[src/rtl/trap_entry_unit.sv]
module trap_entry_unit #(
  parameter int XLEN   = 64,
  parameter int CODE_W = 5
) (
  input  logic              clk,
  input  logic              rst_n,
  input  logic [XLEN-1:0]   pc_i,
  input  logic              priv_i,
  input  logic              irq_ext_i,
  input  logic              irq_tmr_i,
  input  logic              irq_sw_i,
  input  logic              exc_req_i,
  input  logic [CODE_W-1:0] exc_code_i,
  input  logic              sret_i,
  input  logic              csr_we_i,
  input  logic [2:0]        csr_sel_i,
  input  logic [XLEN-1:0]   csr_wdata_i,
  output logic [XLEN-1:0]   csr_rdata_o,
  output logic              redir_valid_o,
  output logic [XLEN-1:0]   redir_pc_o,
  output logic              priv_o
);
  localparam int BIT_SW  = 1;
  localparam int BIT_TMR = 5;
  localparam int BIT_EXT = 9;
  localparam int BIT_GIE = 1;
  localparam int BIT_PRV = 8;
  localparam logic [2:0] SEL_ST = 3'd0, SEL_IE = 3'd1, SEL_IP = 3'd2,
                         SEL_CA = 3'd3, SEL_EPC = 3'd4, SEL_TV = 3'd5;

  logic            sie_q, spp_q;
  logic [2:0]      ie_q;
  logic [XLEN-1:0] cause_q, epc_q, tvec_q;
  logic [3:0]      irq_code;

  wire [2:0] lines     = {irq_ext_i, irq_tmr_i, irq_sw_i};
  wire [2:0] pend      = lines & ie_q;
  wire       irq_take  = sie_q && (|pend);
  wire       trap_take = exc_req_i || irq_take;
  wire       ret_take  = sret_i && !trap_take;
  wire       wr_ok     = csr_we_i && !trap_take && !ret_take;

  always_comb begin
    if (pend[2])      irq_code = 4'd9;
    else if (pend[0]) irq_code = 4'd1;
    else              irq_code = 4'd5;
  end

  wire [XLEN-1:0] trap_cause = exc_req_i
    ? {{(XLEN-CODE_W){1'b0}}, exc_code_i}
    : {1'b1, {(XLEN-5){1'b0}}, irq_code};

  assign redir_valid_o = trap_take || ret_take;
  assign redir_pc_o    = trap_take ? tvec_q : epc_q;
  assign priv_o        = trap_take ? 1'b1 : (ret_take ? spp_q : priv_i);

  always_comb begin
    csr_rdata_o = '0;
    case (csr_sel_i)
      SEL_ST: begin
        csr_rdata_o[BIT_GIE] = sie_q;
        csr_rdata_o[BIT_PRV] = spp_q;
      end
      SEL_IE: begin
        csr_rdata_o[BIT_SW]  = ie_q[0];
        csr_rdata_o[BIT_TMR] = ie_q[1];
        csr_rdata_o[BIT_EXT] = ie_q[2];
      end
      SEL_IP: begin
        csr_rdata_o[BIT_SW]  = irq_sw_i;
        csr_rdata_o[BIT_TMR] = irq_tmr_i;
        csr_rdata_o[BIT_EXT] = irq_ext_i;
      end
      SEL_CA:  csr_rdata_o = cause_q;
      SEL_EPC: csr_rdata_o = epc_q;
      SEL_TV:  csr_rdata_o = tvec_q;
      default: csr_rdata_o = '0;
    endcase
  end

  always_ff @(posedge clk) begin
    if (!rst_n) begin
      sie_q   <= 1'b0;
      spp_q   <= 1'b0;
      ie_q    <= '0;
      cause_q <= '0;
      epc_q   <= '0;
      tvec_q  <= '0;
    end else if (trap_take) begin
      sie_q   <= 1'b0;
      spp_q   <= priv_i;
      cause_q <= trap_cause;
      epc_q   <= pc_i;
    end else if (ret_take) begin
      sie_q   <= 1'b1;
      spp_q   <= 1'b0;
    end else if (wr_ok) begin
      case (csr_sel_i)
        SEL_ST: begin
          sie_q <= csr_wdata_i[BIT_GIE];
          spp_q <= csr_wdata_i[BIT_PRV];
        end
        SEL_IE:  ie_q    <= {csr_wdata_i[BIT_EXT], csr_wdata_i[BIT_TMR], csr_wdata_i[BIT_SW]};
        SEL_CA:  cause_q <= csr_wdata_i;
        SEL_EPC: epc_q   <= csr_wdata_i;
        SEL_TV:  tvec_q  <= {csr_wdata_i[XLEN-1:2], 2'b00};
        default: ;
      endcase
    end
  end
endmodule


[config.mk]
export PLATFORM = sky130hd
export DESIGN_NAME = trap_entry_unit
export DESIGN_NICKNAME = d
export VERILOG_FILES = /design/src/rtl/trap_entry_unit.sv
export SDC_FILE = /design/constraint.sdc
export NUM_CORES = 1
export LEC_CHECK = 0
export ABC_AREA = 1
export BUFFER_PORTS_ARGS = -buffer_cell sky130_fd_sc_hd__buf_2
export CORE_MARGIN = 2
export CORE_UTILIZATION = 30
export CTS_CLUSTER_DIAMETER = 30
export DETAILED_ROUTE_END_ITERATION = 8
export PLACE_DENSITY = 0.61
export SKIP_CTS_REPAIR_TIMING = 1
export SLEW_MARGIN = 20
export SYNTH_ARGS = -nofsm -noshare
export SYNTH_HDL_FRONTEND = slang
export SYNTH_SLANG_ARGS = --single-unit
[constraint.sdc]
create_clock -name clk -period 1.6 [get_ports clk]
set_clock_uncertainty 0.1 [all_clocks]
set_input_delay 0.16 -clock clk [delete_from_list [all_inputs] [get_ports clk]]
set_output_delay 0.16 -clock clk [all_outputs]
set_load 0.05 [all_outputs]
==> results.txt, run 1 <==
status -> finished, violations left
failing checks -> hold timing, setup timing
Nets -> 2,275
Synth cell types -> 24
critical path class -> register to primary output
Worst-path clk slew -> 0.09 ns
all-layer global routing usage -> 20.8%
MaxCap Viol Count -> 0
period utilisation layout -> 140%
IO Pins -> 275
endpoints failing hold -> 15
pwr dens -> 779 nW/um^2
Reg power frac -> 37.5%
Cell Count, Final, Fillers Out -> 2,590
Final Max Tran Viols -> 0
Clock Tree Root -> clkbuf_16
die area -> 35,400 um^2
startpoint class of the critical path -> register
# diodes -> 0
Via Count -> 12,875
routed vias/inst -> 4.97
Tmin final -> 2.24 ns
vias in the first global route -> 11,076
initial antenna violation count -> 0
total power -> 14.0 mW
synthesized instance count -> 1,661
wire length per cell -> 18.0 um
Post-Place Cells -> 2,369
Filler Cell Count -> 3,002
Starting Density -> 30.4%
Area growth syn-to-layout -> 77.0%
Pint -> 9.41 mW
clock sinks -> 195
CP arrival -> 1.98 ns
combinational power share -> 29.1%
switching portion of total power -> 32.9%
cell row count -> 67
Min Hold Slack -> -0.0460 ns
CTS Buf Count -> 17
CP endpoint kind -> primary output
Post-synth EDFFs -> 0
Warnings, synthesis -> 0
leakage power total -> 8.42 nW
RSZ-0062 raised after global routing -> true
Setup WS post-layout -> -0.639 ns
VDD IR-drop max -> 0.755 mV
Final Setup Violations -> 314
DRC violation total after the first TritonRoute iteration -> 915
largest net degree at the start of global routing -> 64
CP Data Required Time -> 1.34 ns
area leader, netlist -> dfxtp_1
GPL Wtd Cong -> 0.863
Clock Path Buffers -> 2
Post-DRT Antenna Nets -> 0
Die H -> 188 um
top post-synthesis cells by area -> dfxtp_1 (38%), nand2_1 (22%), nor2_1 (8.5%), o21ai_0 (6.3%), inv_1 (6.2%)
design area -> 18,000 um^2
final wirelength -> 46,700 um
Post-Synthesis Cell Area -> 10,200 um^2
sequential-to-total area share from yosys stat -> 38.4%
Sw Pwr -> 4.61 mW
fraction of registers with async set/reset -> 0%
DP Area -> 13,600 um^2
HP Class -> input pin to register
router iterations before antenna repair -> 5
die width -> 188 um
core box area -> 33,400 um^2
Post-Syn Nets -> 1,806
Post-Syn Area per Cell -> 6.12 um^2
IO buf count -> 274
FMAX -> 447 MHz
Critical Path Fanout Max -> 6
Skew-Pair Late Insertion Delay -> 0.45 ns
clock share of power -> 33.4%
CTS tree -> done
dpl hpwl -> 26,000 um
Overflow after GRT -> 0
Slew @ Worst Pin -> 0.605 ns
share of cells above drive strength 1 -> 35.0%
Residual DRC -> 0
Top FF cell, synth -> dfxtp_1
# H-tree levels -> 4
first-pass GRT wire length -> 58,600 um
Seq cells post-synth -> 195
worst relative slew slack -> 59.7%
top-area cell type share of the netlist area -> 38.4%
power groups by stage:
stage	Combinational (mW)	Clock (mW)	Sequential (mW)
2_1_floorplan	1.80	0	5.29
3_3_place_gp	2.74	0	5.32
3_5_place_dp	2.77	0	5.32
4_1_cts	2.78	4.72	5.21
5_1_grt	4.29	4.93	5.29
6_report	4.07	4.68	5.26
kinds of logic (layout without fill, tap and decap cells):
kind of cell / after synthesis / after routing / synth area share, %
buf+inv: 283 / 760 / 11.2
simple gates: 888 / 891 / 33.5
flops: 195 / 195 / 38.4
compound gates: 295 / 296 / 16.9
sequential cells by signal, indices dropped and copies added (netlist names):
signal,flops
cause_q,64
epc_q,64
tvec_q,62
sie_q,1
ie_q,3
spp_q,1
layer usage:
| metal | routed length [um] | vias to the layer above | track usage [%] | part of all wire [%] |
|---|---|---|---|---|
| met5 | 0 | - | 0 | 0 |
| met4 | 1320 | 0 | 5.78 | 2.8 |
| met3 | 3210 | 97 | 4.23 | 6.9 |
| met2 | 22800 | 559 | 35.5 | 49 |
| met1 | 19400 | 6062 | 26.6 | 42 |
| li1 | - | 6157 | - | - |
worst max-delay path, cell delays in order (launching register included):
cell,delay (ns)
dfxtp_2,0.34
nand2_2,0.09
nand3_2,0.10
nand2_4,0.17
nand2_8,0.10
buf_12,0.14
clkbuf_16,0.16
buf_8,0.13
o21ai_4,0.11
buf_6,0.17
cells in the mapped netlist, types with 7 or more instances:
library cell    n
o21ai_0       127
nand3_1        42
clkbuf_1       60
o211ai_1       32
nand2_1       608
nor2_1        229
o221ai_1       31
inv_1         167
a21oi_1        97
buf_4           7
dfxtp_1       195
buf_2          40
cell usage in the layout, fill, tap and decap left out, types with 12 or more instances in the layout:
master	synthesis	final
buf_6	0	92
buf_12	0	46
o221ai_1	31	30
dlygate4sd3_1	0	99
o21ai_1	2	14
buf_2	40	201
inv_1	167	164
o21ai_4	0	62
a21oi_2	0	42
o211ai_1	32	32
clkbuf_16	0	42
nor2_4	0	12
nand3_1	42	40
nor2_1	229	213
nand2_4	0	45
a21oi_1	97	55
o21ai_2	0	12
nand2_1	608	508
dfxtp_1	195	189
o21ai_0	127	41
buf_4	7	80
nand2_2	3	54
stage by stage:
step           TNS [ns]  hold WS [ns]  setup slack (ns)  utilization (%)
6_report        -101.74       -0.0460            -0.639             53.8
5_1_grt         -126.57       -0.0116            -0.702             53.8
4_1_cts          -62.96        -0.178            -0.710             42.5
3_5_place_dp     -19.37         0.308            -0.171             40.6
3_3_place_gp     -13.31         0.302            -0.143             40.6
2_1_floorplan     -1.96         0.195           -0.0784                -
path summary, 6_finish.rpt:
check                                 start        endpoint  slack (ns)  cells past startpoint
worst max-delay path                ie_q[2]  redir_pc_o[21]       -0.64                      9
worst min-delay path               pc_i[11]       epc_q[11]       -0.05                      5
worst max register to register      ie_q[2]     cause_q[27]       -0.57                     12
worst min register to register  cause_q[38]     cause_q[38]        0.36                      2
layout make-up:
type	instances	area (um^2)	share of cell area, %
Timing Repair Buffer	558	5480	30.5
Sequential cell	195	3910	21.7
Multi-Input combinational cell	1187	6780	37.7
Tap cell	448	561	3.11
Inverter	171	643	3.57
Clock inverter	11	150	0.834
Clock buffer	20	467	2.59
No activity file was read; power rests on OpenSTA's default activity.
==> run 2: changes to the inputs <==
--- a/config.mk
+++ b/config.mk
@@ -5,13 +5,15 @@
 export SDC_FILE = /design/constraint.sdc
 export NUM_CORES = 1
 export LEC_CHECK = 0
-export ABC_AREA = 1
 export BUFFER_PORTS_ARGS = -buffer_cell sky130_fd_sc_hd__buf_2
+export CELL_PAD_IN_SITES_DETAIL_PLACEMENT = 0
+export CELL_PAD_IN_SITES_GLOBAL_PLACEMENT = 2
 export CORE_MARGIN = 2
-export CORE_UTILIZATION = 30
+export CORE_UTILIZATION = 27
+export CTS_BUF_LIST = sky130_fd_sc_hd__clkbuf_4 sky130_fd_sc_hd__clkbuf_8
 export CTS_CLUSTER_DIAMETER = 30
 export DETAILED_ROUTE_END_ITERATION = 8
-export PLACE_DENSITY = 0.61
+export PLACE_DENSITY = 0.87
 export SKIP_CTS_REPAIR_TIMING = 1
 export SLEW_MARGIN = 20
 export SYNTH_ARGS = -nofsm -noshare
==> results.txt, run 2 <==
status -> finished, violations left
failing checks -> hold timing, setup timing
adder-cell share of the synthesized area -> 0%
Post-Syn Nets -> 1,407
fraction of registers with async set/reset -> 0%
IO Pins -> 275
synthesized instance count -> 1,262
Residual DRC -> 0
final wirelength -> 42,200 um
FMAX -> 437 MHz
Die H -> 193 um
Final Setup Violations -> 323
Final Max Tran Viols -> 0
top post-synthesis cells by area -> dfxtp_1 (40%), nand2_1 (18%), mux2i_1 (13%), a21oi_1 (7.0%), o21ai_0 (6.8%)
RSZ-0062 raised after global routing -> true
Critical Path Fanout Max -> 11
Clock Path Buffers -> 2
DRC violation total after the first TritonRoute iteration -> 444
share of cells above drive strength 1 -> 36.6%
Min Hold Slack -> -0.0314 ns
core box area -> 35,400 um^2
Skew-Pair Late Insertion Delay -> 0.49 ns
largest net degree at the start of global routing -> 117
cell row count -> 69
Placement Setup Slack -> -0.226 ns
die width -> 193 um
Setup WS post-layout -> -0.686 ns
list of most frequent post-synthesis cells -> nand2_1 (460), dfxtp_1 (195), a21oi_1 (135), o21ai_0 (131), mux2i_1 (129)
Clock Tree Root -> clkbuf_8
die area -> 37,300 um^2
Warnings, synthesis -> 0
leakage power total -> 6.94 nW
Post-DRT Antenna Nets -> 0
VDD IR-drop max -> 0.496 mV
vias in the first global route -> 9,470
Overflow after GRT -> 0
CTS tree -> done
first-pass GRT wire length -> 55,000 um
area share of and/or/nand/nor cells after synthesis -> 19.8%
Nets -> 1,858
all-layer global routing usage -> 19.3%
top flop regs -> cause_q (64), epc_q (64), tvec_q (62)
endpoints failing hold -> 1
Tmin final -> 2.29 ns
pwr dens -> 724 nW/um^2
MaxCap Viol Count -> 0
CP endpoint kind -> primary output
Slew @ Worst Pin -> 0.518 ns
count leader, synth -> nand2_1
Synth cell types -> 39
wire length per cell -> 19.3 um
most frequent cells in the layout -> nand2_1 (351), buf_2 (202), dfxtp_1 (192)
period utilisation layout -> 143%
multiplexer area fraction after synthesis -> 13.6%
CP Data Required Time -> 1.34 ns
Worst-path clk slew -> 0.11 ns
Via Count -> 10,697
post-synthesis compound-gate area fraction -> 20.4%
Seq cells post-synth -> 195
xor/xnor share of the synthesized area -> 0%
dpl hpwl -> 25,300 um
Post-Syn Area per Cell -> 7.65 um^2
startpoint class of the critical path -> register
Starting Density -> 27.3%
initial antenna violation count -> 2
routed vias/inst -> 4.89
worst relative slew slack -> 65.5%
most common cell after layout, fill and taps aside -> nand2_1
IO buf count -> 274
sequential-to-total area share from yosys stat -> 40.4%
combinational family with the most area after synthesis -> compound AO/OA/AOI/OAI gates
critical path class -> register to primary output
CTS Buf Count -> 17
GPL Wtd Cong -> 0.795
Area growth syn-to-layout -> 70.4%
Post-synth EDFFs -> 0
router iterations before antenna repair -> 4
clock sinks -> 195
# H-tree levels -> 4
top-area cell type share of the netlist area -> 40.4%
HP Class -> input pin to register
CP arrival -> 2.03 ns
Top FF cell, synth -> dfxtp_1
area leader, netlist -> dfxtp_1
Setup TNS -> -119.50 ns
Post-Synthesis Cell Area -> 9650 um^2
==> run 2: cell count changes after synthesis, sizes merged, moves of 4 or more <==
cell	change
nor2	-226
a21oi	+40
nand2	-151
o211ai	-32
nor2b	+4
inv	-168
o221ai	-28
a22o	+57
nand3	-40
clkbuf	-6
mux2i	+129
==> run 2: kinds of logic (layout without fill, tap and decap cells) <==
| kind of cell | Yosys count | count (layout) |
|---|---|---|
| other cells | 0 | 1 |
| compound gates | 339 | 341 |
| flops | 195 | 195 |
| simple gates | 486 | 486 |
| mux | 130 | 130 |
| buf+inv | 112 | 574 |
==> run 2: area by class of cell <==
type                            count  area (um^2)
Antenna cell                        1         2.50
Clock buffer                       20          263
Clock inverter                     12          120
Fill cell                        3453        18900
Inverter                            3         11.3
Multi-Input combinational cell    957         6610
Sequential cell                   195         3910
Tap cell                          461          577
Timing Repair Buffer              539         4970
==> run 2: where the power goes <==
part	internal, mW	switching, mW	total (mW)
registers	5.03	0.133	5.17
logic	1.46	1.97	3.43
clock network	1.34	1.97	3.31
==> run 2: worst paths after layout <==
path                 start              to  slack [ns]  cells past startpoint
max                ie_q[0]  redir_pc_o[57]       -0.69                      8
min          exc_code_i[3]      cause_q[3]       -0.03                      5
max reg2reg        ie_q[0]      cause_q[7]       -0.66                     11
min reg2reg     cause_q[5]      cause_q[5]        0.36                      2
==> run 2: worst max-delay path: stages, from the launching register on <==
cell	delay, ns
dfxtp_2	0.34
a22oi_2	0.27
buf_4	0.18
a21oi_4	0.06
buf_4	0.17
buf_12	0.16
nand2_1	0.11
nand2_4	0.05
buf_4	0.18
==> run 2: metal layers <==
metal  routed length [um]  track usage, %  share of wire, %
met3                 1980            4.47               4.7
met2                20500            32.0                48
met4                  769            5.45               1.8
met1                19000            24.9                45
met5                   13               0             0.031
==> run 2: through the flow <==
step	utilization, %	hold slack (ns)	power, mW	instances	cell area, um^2
4_1_cts	38.7	-0.237	11.2	1996	13700
6_report	46.5	-0.0314	11.9	2188	16500
3_5_place_dp	37.6	0.314	7.86	1964	13300
5_1_grt	46.5	0.00748	12.4	2188	16500
2_1_floorplan	-	0.164	6.96	1262	10800
3_3_place_gp	37.6	0.305	7.83	1964	13300
==> run 3: changes to the inputs <==
--- a/config.mk
+++ b/config.mk
@@ -5,11 +5,12 @@
 export SDC_FILE = /design/constraint.sdc
 export NUM_CORES = 1
 export LEC_CHECK = 0
+export ABC_AREA = 1
 export BUFFER_PORTS_ARGS = -buffer_cell sky130_fd_sc_hd__buf_2
 export CELL_PAD_IN_SITES_DETAIL_PLACEMENT = 0
 export CELL_PAD_IN_SITES_GLOBAL_PLACEMENT = 2
 export CORE_MARGIN = 2
-export CORE_UTILIZATION = 27
+export CORE_UTILIZATION = 25
 export CTS_BUF_LIST = sky130_fd_sc_hd__clkbuf_4 sky130_fd_sc_hd__clkbuf_8
 export CTS_CLUSTER_DIAMETER = 30
 export DETAILED_ROUTE_END_ITERATION = 8
==> results.txt, run 3 (synthesis results as in run 1) <==
clock sinks -> 195
IO buf count -> 274
dpl hpwl -> 27,800 um
VDD IR-drop max -> 0.509 mV
endpoints failing hold -> 0
Setup WS post-layout -> -0.589 ns
Starting Density -> 25.5%
final wirelength -> 46,500 um
area occupied by registers -> 3920 um^2
CP delay by family, top -> buffers and inverters
Area growth syn-to-layout -> 69.7%
Overflow after GRT -> 0
share of cells above drive strength 1 -> 30.5%
most frequent cells in the layout -> nand2_1 (556), nor2_1 (212), buf_2 (198)
critical path class -> register to primary output
Final Max Tran Viols -> 0
CTS tree -> done
Post-DRT Antenna Nets -> 0
DP Area -> 13,500 um^2
die width -> 206 um
CP Data Required Time -> 1.34 ns
Placement Setup Slack -> -0.262 ns
Slew @ Worst Pin -> 0.379 ns
Die H -> 206 um
CTS Buf Count -> 17
routed vias/inst -> 4.58
DRC violation total after the first TritonRoute iteration -> 619
worst relative slew slack -> 74.8%
RSZ-0062 raised after global routing -> true
Cell Count, Final, Fillers Out -> 2,666
core box area -> 39,900 um^2
IO Pins -> 275
most common cell after layout, fill and taps aside -> nand2_1
Post-Place Cells -> 2,441
# H-tree levels -> 4
Tmin final -> 2.19 ns
Nets -> 2,273
GPL Wtd Cong -> 0.802
Via Count -> 12,214
initial antenna violation count -> 0
pwr dens -> 764 nW/um^2
failing checks -> setup timing
all-layer global routing usage -> 19.0%
Setup TNS -> -74.75 ns
largest net degree at the start of global routing -> 52
Clock Path Buffers -> 2
cell row count -> 73
router iterations before antenna repair -> 5
Min Hold Slack -> 0.0213 ns
cells along the critical path -> nand2_2 > nand3_2 > nand2_4 > nand2_8 > buf_12 > clkbuf_16 > o21ai_4 > buf_6
HP Class -> input pin to register
Worst Path Buf+Inv -> 3
FMAX -> 457 MHz
design area -> 17,200 um^2
Multi-input gate area -> 6280 um^2
vias in the first global route -> 10,852
leakage power total -> 7.99 nW
largest stage delay on the critical path -> 0.34 ns
MaxCap Viol Count -> 0
wire length per cell -> 17.4 um
status -> finished, violations left
Filler Cell Count -> 4,091
Slowest-stage cell, CP -> dfxtp_2
CP arrival -> 1.93 ns
Residual DRC -> 0
startpoint class of the critical path -> register
Clock Tree Root -> clkbuf_8
die area -> 42,300 um^2
first-pass GRT wire length -> 61,700 um
Skew-Pair Late Insertion Delay -> 0.50 ns
top flop regs -> cause_q (64), epc_q (64), tvec_q (62)
Worst-path clk slew -> 0.10 ns
period utilisation layout -> 137%
Critical Path Fanout Max -> 8
CP endpoint kind -> primary output
# diodes -> 0
Final Setup Violations -> 324
## run 3: report_power, final
part / total [mW] / switching (mW) / internal [mW]
Combinational: 3.74 / 2.19 / 1.55
Clock: 4.22 / 1.99 / 2.23
Sequential: 5.22 / 0.130 / 5.09
Total: 13.2 / 4.31 / 8.87
## run 3: worst reg2reg max path, stage by stage, from the launching register on
cell and delay (ns):
dfxtp_2 0.34, nand2_2 0.09, nand3_2 0.10, nand2_4 0.11, nand2_8 0.12, buf_12 0.18, clkbuf_16 0.18, buf_4 0.14
buf_4 0.13, buf_4 0.13, nand2_2 0.05, nand2_2 0.04, nand2_1 0.06, a21oi_1 0.06
## run 3: per-stage QoR
stage	util [%]	power, mW
2_1_floorplan	-	7.09
3_3_place_gp	33.9	8.10
3_5_place_dp	33.9	8.12
4_1_cts	35.2	12.3
5_1_grt	43.2	13.8
6_report	43.2	13.2
## run 3: layout make-up
class	instances	area share, %
well taps	525	3.81
multi-input cells	1184	36.4
inverters	171	3.76
flip-flops and latches	195	22.7
clock buffers	22	1.72
clock inverters	10	1.26
repair buffers	559	30.3
## run 3: per-layer routing
layer	global-route usage [%]	vias up	routed length [um]	share of wire (%)
met4	4.39	0	711	1.5
met2	32.5	299	23000	49
li1	-	6132	-	-
met1	24.8	5744	20800	45
met3	3.45	39	1960	4.2
met5	0	-	0	0
## run 3: worst paths after layout
kind	startpoint	depth (start not counted)	endpoint	slack, ns
setup / recovery	ie_q[0]	8	redir_pc_o[52]	-0.59
hold / removal	exc_code_i[0]	5	cause_q[0]	0.02
setup reg to reg	ie_q[0]	13	epc_q[23]	-0.33
hold reg to reg	cause_q[29]	2	cause_q[29]	0.36
